File: src/rtl/sram_pdn_pkg.sv
package sram_pdn_pkg;

    localparam int MAX_BANKS = 32;

    typedef enum logic [2:0] {
        S_IDLE,
        S_EN_POLL,
        S_EN_ISO,
        S_DIS_ISO,
        S_DIS_SET,
        S_DIS_POLL
    } seq_state_e;

    // want_set=1: every masked bit must be 1; want_set=0: every masked bit must be 0
    function automatic logic ack_ok(input logic [MAX_BANKS-1:0] ack_v,
                                    input logic [MAX_BANKS-1:0] mask_v,
                                    input logic want_set);
        if (want_set)
            return (ack_v & mask_v) == mask_v;
        else
            return (ack_v & mask_v) == '0;
    endfunction

    function automatic int us_to_cyc(input int mhz, input int us);
        return mhz * us;
    endfunction

endpackage

File: src/rtl/sram_pdn_timer.sv
module sram_pdn_timer #(
    parameter int W = 8
) (
    input  logic         clk,
    input  logic         rst,
    input  logic         load,
    input  logic [W-1:0] load_val,
    output logic         expired
);
    logic [W-1:0] cnt;

    always_ff @(posedge clk) begin
        if (rst)
            cnt <= '0;
        else if (load)
            cnt <= load_val;
        else if (cnt != '0)
            cnt <= cnt - 1'b1;
    end

    assign expired = (cnt == '0);
endmodule

File: src/rtl/sram_pdn_fsm.sv
module sram_pdn_fsm
    import sram_pdn_pkg::*;
#(
    parameter int                   N_BANKS  = 4,
    parameter logic [N_BANKS-1:0]   ACK_MASK = '1,
    parameter int                   POLL_CYC = 1000,
    parameter int                   DLY_CYC  = 100,
    parameter int                   LIMIT    = 100000,
    parameter int                   TW       = 10,
    parameter int                   PW       = 17
) (
    input  logic               clk,
    input  logic               rst,
    input  logic               en_req,
    input  logic               dis_req,
    input  logic               iso_cap,
    input  logic [N_BANKS-1:0] ack,
    input  logic               tmr_exp,
    output logic               tmr_load,
    output logic [TW-1:0]      tmr_val,
    output logic [N_BANKS-1:0] pdn,
    output logic               clk_iso,
    output logic               iso_rel_n,
    output logic               done,
    output logic               err
);
    typedef struct packed {
        logic [N_BANKS-1:0] pdn;
        logic               clk_iso;
        logic               iso_rel_n;
    } drv_t;

    localparam drv_t DRV_RST = '{pdn: '1, clk_iso: 1'b1, iso_rel_n: 1'b0};

    seq_state_e st, st_n;
    drv_t       drv, drv_n;
    logic [PW-1:0] polls, polls_n;
    logic       done_n, err_n;
    logic       hit_clr, hit_set;

    assign hit_clr = ack_ok(MAX_BANKS'(ack), MAX_BANKS'(ACK_MASK), 1'b0);
    assign hit_set = ack_ok(MAX_BANKS'(ack), MAX_BANKS'(ACK_MASK), 1'b1);

    always_comb begin
        st_n     = st;
        drv_n    = drv;
        polls_n  = polls;
        done_n   = 1'b0;
        err_n    = 1'b0;
        tmr_load = 1'b0;
        tmr_val  = '0;
        case (st)
            S_IDLE: begin
                if (en_req) begin
                    drv_n.pdn = '0;
                    tmr_load  = 1'b1;
                    tmr_val   = TW'(POLL_CYC - 1);
                    polls_n   = '0;
                    st_n      = S_EN_POLL;
                end else if (dis_req) begin
                    if (iso_cap) begin
                        drv_n.clk_iso = 1'b1;
                        tmr_load      = 1'b1;
                        tmr_val       = TW'(DLY_CYC - 1);
                        st_n          = S_DIS_ISO;
                    end else begin
                        drv_n.pdn = '1;
                        tmr_load  = 1'b1;
                        tmr_val   = TW'(POLL_CYC - 1);
                        polls_n   = '0;
                        st_n      = S_DIS_POLL;
                    end
                end
            end
            S_EN_POLL, S_DIS_POLL: begin
                if (tmr_exp) begin
                    if ((st == S_EN_POLL) ? hit_clr : hit_set) begin
                        if (st == S_EN_POLL && iso_cap) begin
                            drv_n.iso_rel_n = 1'b1;
                            tmr_load        = 1'b1;
                            tmr_val         = TW'(DLY_CYC - 1);
                            st_n            = S_EN_ISO;
                        end else begin
                            done_n = 1'b1;
                            st_n   = S_IDLE;
                        end
                    end else if (polls == PW'(LIMIT - 1)) begin
                        err_n = 1'b1;
                        st_n  = S_IDLE;
                    end else begin
                        polls_n  = polls + 1'b1;
                        tmr_load = 1'b1;
                        tmr_val  = TW'(POLL_CYC - 1);
                    end
                end
            end
            S_EN_ISO: begin
                if (tmr_exp) begin
                    drv_n.clk_iso = 1'b0;
                    done_n        = 1'b1;
                    st_n          = S_IDLE;
                end
            end
            S_DIS_ISO: begin
                if (tmr_exp) begin
                    drv_n.iso_rel_n = 1'b0;
                    st_n            = S_DIS_SET;
                end
            end
            S_DIS_SET: begin
                drv_n.pdn = '1;
                tmr_load  = 1'b1;
                tmr_val   = TW'(POLL_CYC - 1);
                polls_n   = '0;
                st_n      = S_DIS_POLL;
            end
            default: st_n = S_IDLE;
        endcase
    end

    always_ff @(posedge clk) begin
        if (rst) begin
            st    <= S_IDLE;
            drv   <= DRV_RST;
            polls <= '0;
            done  <= 1'b0;
            err   <= 1'b0;
        end else begin
            st    <= st_n;
            drv   <= drv_n;
            polls <= polls_n;
            done  <= done_n;
            err   <= err_n;
        end
    end

    assign pdn       = drv.pdn;
    assign clk_iso   = drv.clk_iso;
    assign iso_rel_n = drv.iso_rel_n;
endmodule

File: src/rtl/sram_pdn_ctrl.sv
module sram_pdn_ctrl
    import sram_pdn_pkg::*;
#(
    parameter int                 N_BANKS    = 4,
    parameter logic [N_BANKS-1:0] ACK_MASK   = '1,
    parameter int                 CLK_MHZ    = 100,
    parameter int                 POLL_US    = 10,
    parameter int                 ISO_US     = 1,
    parameter int                 TIMEOUT_US = 1000000
) (
    input  logic               clk,
    input  logic               rst,
    input  logic               en_req,
    input  logic               dis_req,
    input  logic               iso_cap,
    input  logic [N_BANKS-1:0] ack,
    output logic [N_BANKS-1:0] pdn,
    output logic               clk_iso,
    output logic               iso_rel_n,
    output logic               done,
    output logic               err
);
    localparam int POLL_CYC = us_to_cyc(CLK_MHZ, POLL_US);
    localparam int DLY_CYC  = us_to_cyc(CLK_MHZ, ISO_US);
    localparam int LIMIT    = (TIMEOUT_US / POLL_US < 1) ? 1 : TIMEOUT_US / POLL_US;
    localparam int MAX_CYC  = (POLL_CYC > DLY_CYC) ? POLL_CYC : DLY_CYC;
    localparam int TW       = $clog2(MAX_CYC + 1);
    localparam int PW       = $clog2(LIMIT + 1);

    logic          tmr_load;
    logic [TW-1:0] tmr_val;
    logic          tmr_exp;

    sram_pdn_timer #(.W(TW)) u_timer (
        .clk      (clk),
        .rst      (rst),
        .load     (tmr_load),
        .load_val (tmr_val),
        .expired  (tmr_exp)
    );

    sram_pdn_fsm #(
        .N_BANKS  (N_BANKS),
        .ACK_MASK (ACK_MASK),
        .POLL_CYC (POLL_CYC),
        .DLY_CYC  (DLY_CYC),
        .LIMIT    (LIMIT),
        .TW       (TW),
        .PW       (PW)
    ) u_fsm (
        .clk       (clk),
        .rst       (rst),
        .en_req    (en_req),
        .dis_req   (dis_req),
        .iso_cap   (iso_cap),
        .ack       (ack),
        .tmr_exp   (tmr_exp),
        .tmr_load  (tmr_load),
        .tmr_val   (tmr_val),
        .pdn       (pdn),
        .clk_iso   (clk_iso),
        .iso_rel_n (iso_rel_n),
        .done      (done),
        .err       (err)
    );
endmodule

File: config.mk
export PLATFORM = sky130hd
export DESIGN_NAME = sram_pdn_ctrl
export DESIGN_NICKNAME = d
export VERILOG_FILES = /design/src/rtl/sram_pdn_pkg.sv /design/src/rtl/sram_pdn_timer.sv /design/src/rtl/sram_pdn_fsm.sv /design/src/rtl/sram_pdn_ctrl.sv
export SDC_FILE = /design/constraint.sdc
export NUM_CORES = 1
export LEC_CHECK = 0
export BUFFER_PORTS_ARGS = -buffer_cell sky130_fd_sc_hd__clkbuf_2
export CAP_MARGIN = 20
export CORE_MARGIN = 2
export CORE_UTILIZATION = 62
export CTS_BUF_LIST = sky130_fd_sc_hd__clkbuf_8
export DETAILED_ROUTE_END_ITERATION = 10
export GPL_ROUTABILITY_DRIVEN = 0
export PLACE_DENSITY = 0.82
export SYNTH_ARGS = -nofsm -noshare
export SYNTH_HDL_FRONTEND = slang
export SYNTH_HIERARCHICAL = 1
export SYNTH_SLANG_ARGS = --single-unit
File: constraint.sdc
create_clock -name clk -period 3.59 [get_ports clk]
set_input_delay 0.359 -clock clk [delete_from_list [all_inputs] [get_ports clk]]
set_output_delay 0.359 -clock clk [all_outputs]
set_load 0.05 [all_outputs]
==> results of run 1 <==
area by class of cell:
| class | instances | area, µm² | share of cell area |
|---|---|---|---|
| clock inverters | 3 | 12.5 | 0.00527 |
| multi-input cells | 200 | 1380 | 0.583 |
| well taps | 46 | 57.6 | 0.0242 |
| inverters | 13 | 48.8 | 0.0205 |
| flip-flops and latches | 35 | 701 | 0.295 |
| repair buffers | 19 | 103 | 0.0432 |
| clock buffers | 5 | 68.8 | 0.0290 |
metrics by stage:
| step | std cells | hold WS [ns] | total power [mW] | utilization | setup WS (ns) |
|---|---|---|---|---|---|
| after global placement | 313 | 0.472 | 1.23 | 0.671 | 0.894 |
| after floorplan | 269 | 0.451 | 1.14 | - | 0.887 |
| after global routing | 321 | 0.506 | 1.63 | 0.695 | 0.563 |
| after detailed placement | 313 | 0.474 | 1.24 | 0.671 | 0.801 |
| final | 321 | 0.490 | 1.52 | 0.695 | 0.751 |
| after CTS | 321 | 0.484 | 1.52 | 0.695 | 0.770 |
state kept, by name (all words and copies together), names as in the netlist:
register and cells:
u_fsm/polls 17, u_timer/cnt 10, u_fsm/st 3, u_fsm/clk_iso 1, u_fsm/done 1, u_fsm/err 1, u_fsm/iso_rel_n 1, u_fsm/pdn 1
worst max path at each step:
stage,from,endpoint,slack [ns]
3_5_place_dp,u_timer/cnt[0],u_timer/cnt[9],0.80
5_1_grt,u_timer/cnt[0],u_fsm/polls[13],0.56
3_3_place_gp,u_timer/cnt[0],u_fsm/polls[11],0.89
4_1_cts,u_timer/cnt[0],u_fsm/polls[6],0.77
2_1_floorplan,u_timer/cnt[0],u_timer/cnt[9],0.89
6_report,u_timer/cnt[0],u_timer/cnt[9],0.75
layout by cell type, fill, tap and decap left out, types with 4 or more instances in the layout:
cell,instances
nor4_1,11
inv_1,15
nand2b_1,5
or3_1,7
dfxtp_1,35
nor2b_1,5
clkbuf_2,16
nand3_1,10
a31oi_1,16
nor2_1,6
or4_1,5
a21oi_1,16
nand2_1,24
mux2i_1,6
clkbuf_8,5
o21ai_0,7
and3_1,4
nor3_1,9
nand4_1,6
critical path: cells and delay by family, from the launching register on:
| family | cells | cell delay, ns |
|---|---|---|
| buffers and inverters | 4 | 0.53 |
| and+or+nand+nor | 2 | 0.72 |
| adders and majority gates | 1 | 0.21 |
| AOI/OAI and AO/OA | 4 | 1.00 |
| DFF | 1 | 0.33 |
kinds of logic (layout without fill, tap and decap cells):
logic type	count (synthesis)	in the layout	synth area share
AND/OR/NAND/NOR	112	112	0.306
AO/OA/AOI/OAI	75	75	0.253
flip-flops	35	35	0.310
buffers and inverters	34	40	0.0797
multiplexers	6	6	0.0266
XOR/XNOR	3	3	0.0116
adder cells (fa/ha/maj)	2	2	0.0111
other	1	2	0.00166
where the power goes:
group,switching [mW],internal [mW],total [mW]
Clock,0.138,0.130,0.268
Sequential,0.0935,0.450,0.544
Combinational,0.428,0.286,0.713
routing by layer:
metal | wire [µm] | track usage
met1 | 2420 | 0.351
met2 | 2430 | 0.426
met3 | 262 | 0.0528
met4 | 82 | 0.112
met5 | 0 | 0
==> flow_summary.yaml, run 1 <==
outcome:
  outcome: "complete, no violations"
critical_path:
  r2r-end: "u_timer/cnt[9]"
  arrival_ns: 3.08
  cp_slowest_cell: "or4b_4"
  cp_common_cell: "inv_1"
  reg2reg_setup_slack_ns: 0.75
  critPathKind: "flip-flop to flip-flop"
  regToRegStartpoint: "u_timer/cnt[0]"
  endpoint_kind: "flip-flop"
  rr_worst_depth: 11
  crit_chain: "inv_1, ha_1, or4b_4, nor3_4, buf_4, inv_1, a41o_1, o21ai_1, inv_1, a21oi_1, o21a_1"
  required_ns: 3.83
  cp-start-kind: "flip-flop"
  max_stage_delay_ns: 0.54
  path_max_fanout: 14
sta:
  tightest_slew_ns: 0.847
  finalCritPeriodShare: 0.791
  hold_viol_final: 0
  fin_skew_ns: 0.00342
  max_freq_ghz: 0.352
  tns_ns: 0
  finalWorstPathRequiredPeriod_ns: 2.84
  relSlewSlack: 0.428
  setup_violations: 0
  grt_setup_unrepaired: "false"
  drv_slew: 0
yosys:
  ys_seq_elements: 35
  synth_top_cell_by_area: "dfxtp_1"
  synthCells: 268
  ys_dominant_reg_cell: "dfxtp_1"
  yosys_warnings: 6
  syn-cell-area_um2: 2260
  ys_top_cells_by_count: "dfxtp_1 (35), nand2_1 (24), a21oi_1 (16), a31oi_1 (16)"
  synth_sequential_area_ratio: 0.310
  synth-edff-count: 0
  syn_avg_cell_area_um2: 8.44
  synth_area_leaders: "dfxtp_1 (31%), a31oi_1 (4.4%), buf_4 (4.3%), nand2_1 (4.0%), a21oi_1 (3.5%)"
  synth_most_common_cell: "dfxtp_1"
  yosysTopAreaCellShare: 0.310
  synthArstFlopShare: 0
  yosys.cell_types.count: 62
clock_tree:
  h-tree-depth: 2
  post_cts_resize_count: 0
  holdBufCountCts: 0
  cts.sinks: 35
  cts_tree: "built"
  clockRootBuffer: "clkbuf_8"
  clk_latency_ns: 0.29
  cts_buffers: 5
  path_clk_slew_ns: 0.07
  clk_path_buf_depth: 2
  postCtsSetupRepairBufs: 0
routing:
  drtIter0Drc: 294
  wl_per_cell_um: 16.2
  wl_mm: 5.19
  num_vias: 2134
  drc: 0
  ant_nets: 0
  dr.pass1.iters: 5
  viasPerCell: 6.65
global_routing:
  grt_max_degree: 27
  grt_pass1_wl_mm: 8.78
  gr-total-overflow: 0
  grt_use_total: 0.267
  antenna_found_initial: 0
  grt_pass1_vias: 1898
placement:
  io_buffers: 16
  placedInstanceArea_um2: 2290
  dp_hpwl_mm: 3.62
die:
  num_rows: 21
  start_util: 0.662
  io_pins: 17
  dieHeight_um: 64.4
  coreArea_um2: 3420
  dieArea_um2: 4150
  die_w_um: 64.4
min_path:
  hold-path-endpoint: "u_fsm/polls[16]"
  hp-start: "u_fsm/polls[16]"
  holdCritPathClass: "flip-flop to flip-flop"
  min_delay_path_depth: 2
run:
  drv_cap: 0
pwr:
  power.leakage_nw: 0.848
  peakVddDrop_v: 0.000475
  powerDensity_nw_per_um2: 642
layout:
  drive_above_1_share: 0.156
  antenna_cells: 0
  nets: 285
  fill_cells: 281
  fin_area_um2: 2370
  synthToLayoutAreaGrowth_pct: 5.04
Power figures use the tool's default switching activity.
==> run 2, diff against run 1 <==
clock period = 2.9 ns   (was 3.59 ns; I/O delays follow)
==> flow_summary.yaml, run 2 (synthesis gave the netlist of run 1 again) <==
outcome:
  outcome: "complete, no violations"
global_routing:
  gr-total-overflow: 0
  grt_pass1_wl_mm: 8.98
  grt_max_degree: 27
  antenna_found_initial: 0
  grt_pass1_vias: 1925
  grt_use_total: 0.276
sta:
  setup_violations: 0
  drv_slew: 0
  max_freq_ghz: 0.381
  relSlewSlack: 0.546
  tightest_slew_ns: 0.675
  hold_viol_final: 0
  tns_ns: 0
  fin_skew_ns: 0.00645
  finalWorstPathRequiredPeriod_ns: 2.62
  finalCritPeriodShare: 0.904
  grt_setup_unrepaired: "false"
die:
  coreArea_um2: 3420
  dieHeight_um: 64.4
  die_w_um: 64.4
  start_util: 0.662
  io_pins: 17
  num_rows: 21
  dieArea_um2: 4150
pwr:
  swShare: 0.411
  comb_power_share: 0.448
  power.leakage_nw: 0.867
  peakVddDrop_v: 0.000579
  pwr-share-clk: 0.213
  switchingPower_mw: 0.816
  powerDensity_nw_per_um2: 821
  p_int_mw: 1.17
  seqPwrFrac: 0.338
critical_path:
  required_ns: 3.05
  arrival_ns: 2.78
  endpoint_kind: "flip-flop"
  cp-start-kind: "flip-flop"
  critPathKind: "flip-flop to flip-flop"
  path_max_fanout: 11
clock_tree:
  postCtsSetupRepairBufs: 0
  cts_buffers: 5
  cts_tree: "built"
  holdBufCountCts: 0
  clk_latency_ns: 0.29
  h-tree-depth: 2
  post_cts_resize_count: 0
  cts.sinks: 35
  path_clk_slew_ns: 0.07
  clk_path_buf_depth: 2
  clockRootBuffer: "clkbuf_8"
layout:
  regMostFlops: "u_fsm/polls"
  nets: 288
  finalCoreUtilization: 0.708
  drive_above_1_share: 0.166
  layout.cells.most_common: "dfxtp_1"
  antenna_cells: 0
  largest_register_ffs: 17
  reg.largest.list: "u_fsm/polls: 17 flops, u_timer/cnt: 10 flops, u_fsm/st: 3 flops"
  fin_cells: 323
  final_cell_mix: "dfxtp_1 (35), nand2_1 (24), clkbuf_2 (16), a21oi_1 (16), a31oi_1 (16)"
  synthToLayoutAreaGrowth_pct: 6.97
placement:
  dpl.cell_count: 316
  dp_hpwl_mm: 3.68
  io_buffers: 16
routing:
  drc: 0
  drtIter0Drc: 187
  num_vias: 2129
  wl_per_cell_um: 16.2
  wl_mm: 5.23
  dr.pass1.iters: 5
  viasPerCell: 6.59
  ant_nets: 0
run:
  drv_cap: 0
min_path:
  holdCritPathClass: "input port to flip-flop"
run 2: path summary, 6_finish.rpt:
check	slack [ns]	depth (start not counted)	to	from
min	0.45	3	u_fsm/pdn[2]	en_req
max reg2reg	0.28	8	u_fsm/polls[13]	u_timer/cnt[0]
min reg2reg	0.51	2	u_fsm/polls[16]	u_fsm/polls[16]
max	0.28	8	u_fsm/polls[13]	u_timer/cnt[0]
run 2: power by group through the flow:
stage / Clock [mW] / Combinational, mW / Sequential (mW)
detailed placement: 0 / 0.875 / 0.678
global placement: 0 / 0.864 / 0.676
finish: 0.424 / 0.890 / 0.672
floorplan: 0 / 0.766 / 0.647
global route: 0.446 / 0.990 / 0.684
CTS: 0.429 / 0.879 / 0.668
run 2: critical path: stages, from the launching register on:
cell and delay (ns):
dfxtp_1 0.33, inv_1 0.08, ha_1 0.21, or4b_4 0.54, nor3_4 0.19, inv_1 0.14, a41o_1 0.33, o211ai_2 0.51
a31oi_1 0.16
run 2: final cells by class:
type / instances / area [µm²]
Tap cell: 46 / 57.6
Timing Repair Buffer: 22 / 125
Clock inverter: 2 / 33.8
Sequential cell: 35 / 701
Multi-Input combinational cell: 200 / 1380
Fill cell: 297 / 997
Inverter: 13 / 48.8
Clock buffer: 5 / 68.8
run 2: metal layers:
| layer | vias to the layer above | routed length [µm] | track usage |
|---|---|---|---|
| met4 | 0 | 68 | 0.104 |
| li1 | 1046 | - | - |
| met3 | 8 | 375 | 0.0440 |
| met1 | 978 | 2450 | 0.388 |
| met2 | 97 | 2340 | 0.426 |
| met5 | - | 0 | 0 |
run 2: metrics by stage:
step           setup WS (ns)  hold slack [ns]  cell area [µm²]  power, mW
3_3_place_gp           0.395            0.483             2320       1.54
6_report               0.278            0.451             2420       1.99
3_5_place_dp           0.308            0.498             2320       1.55
5_1_grt                0.114            0.474             2420       2.12
2_1_floorplan          0.197            0.451             2260       1.41
4_1_cts                0.289            0.442             2420       1.98
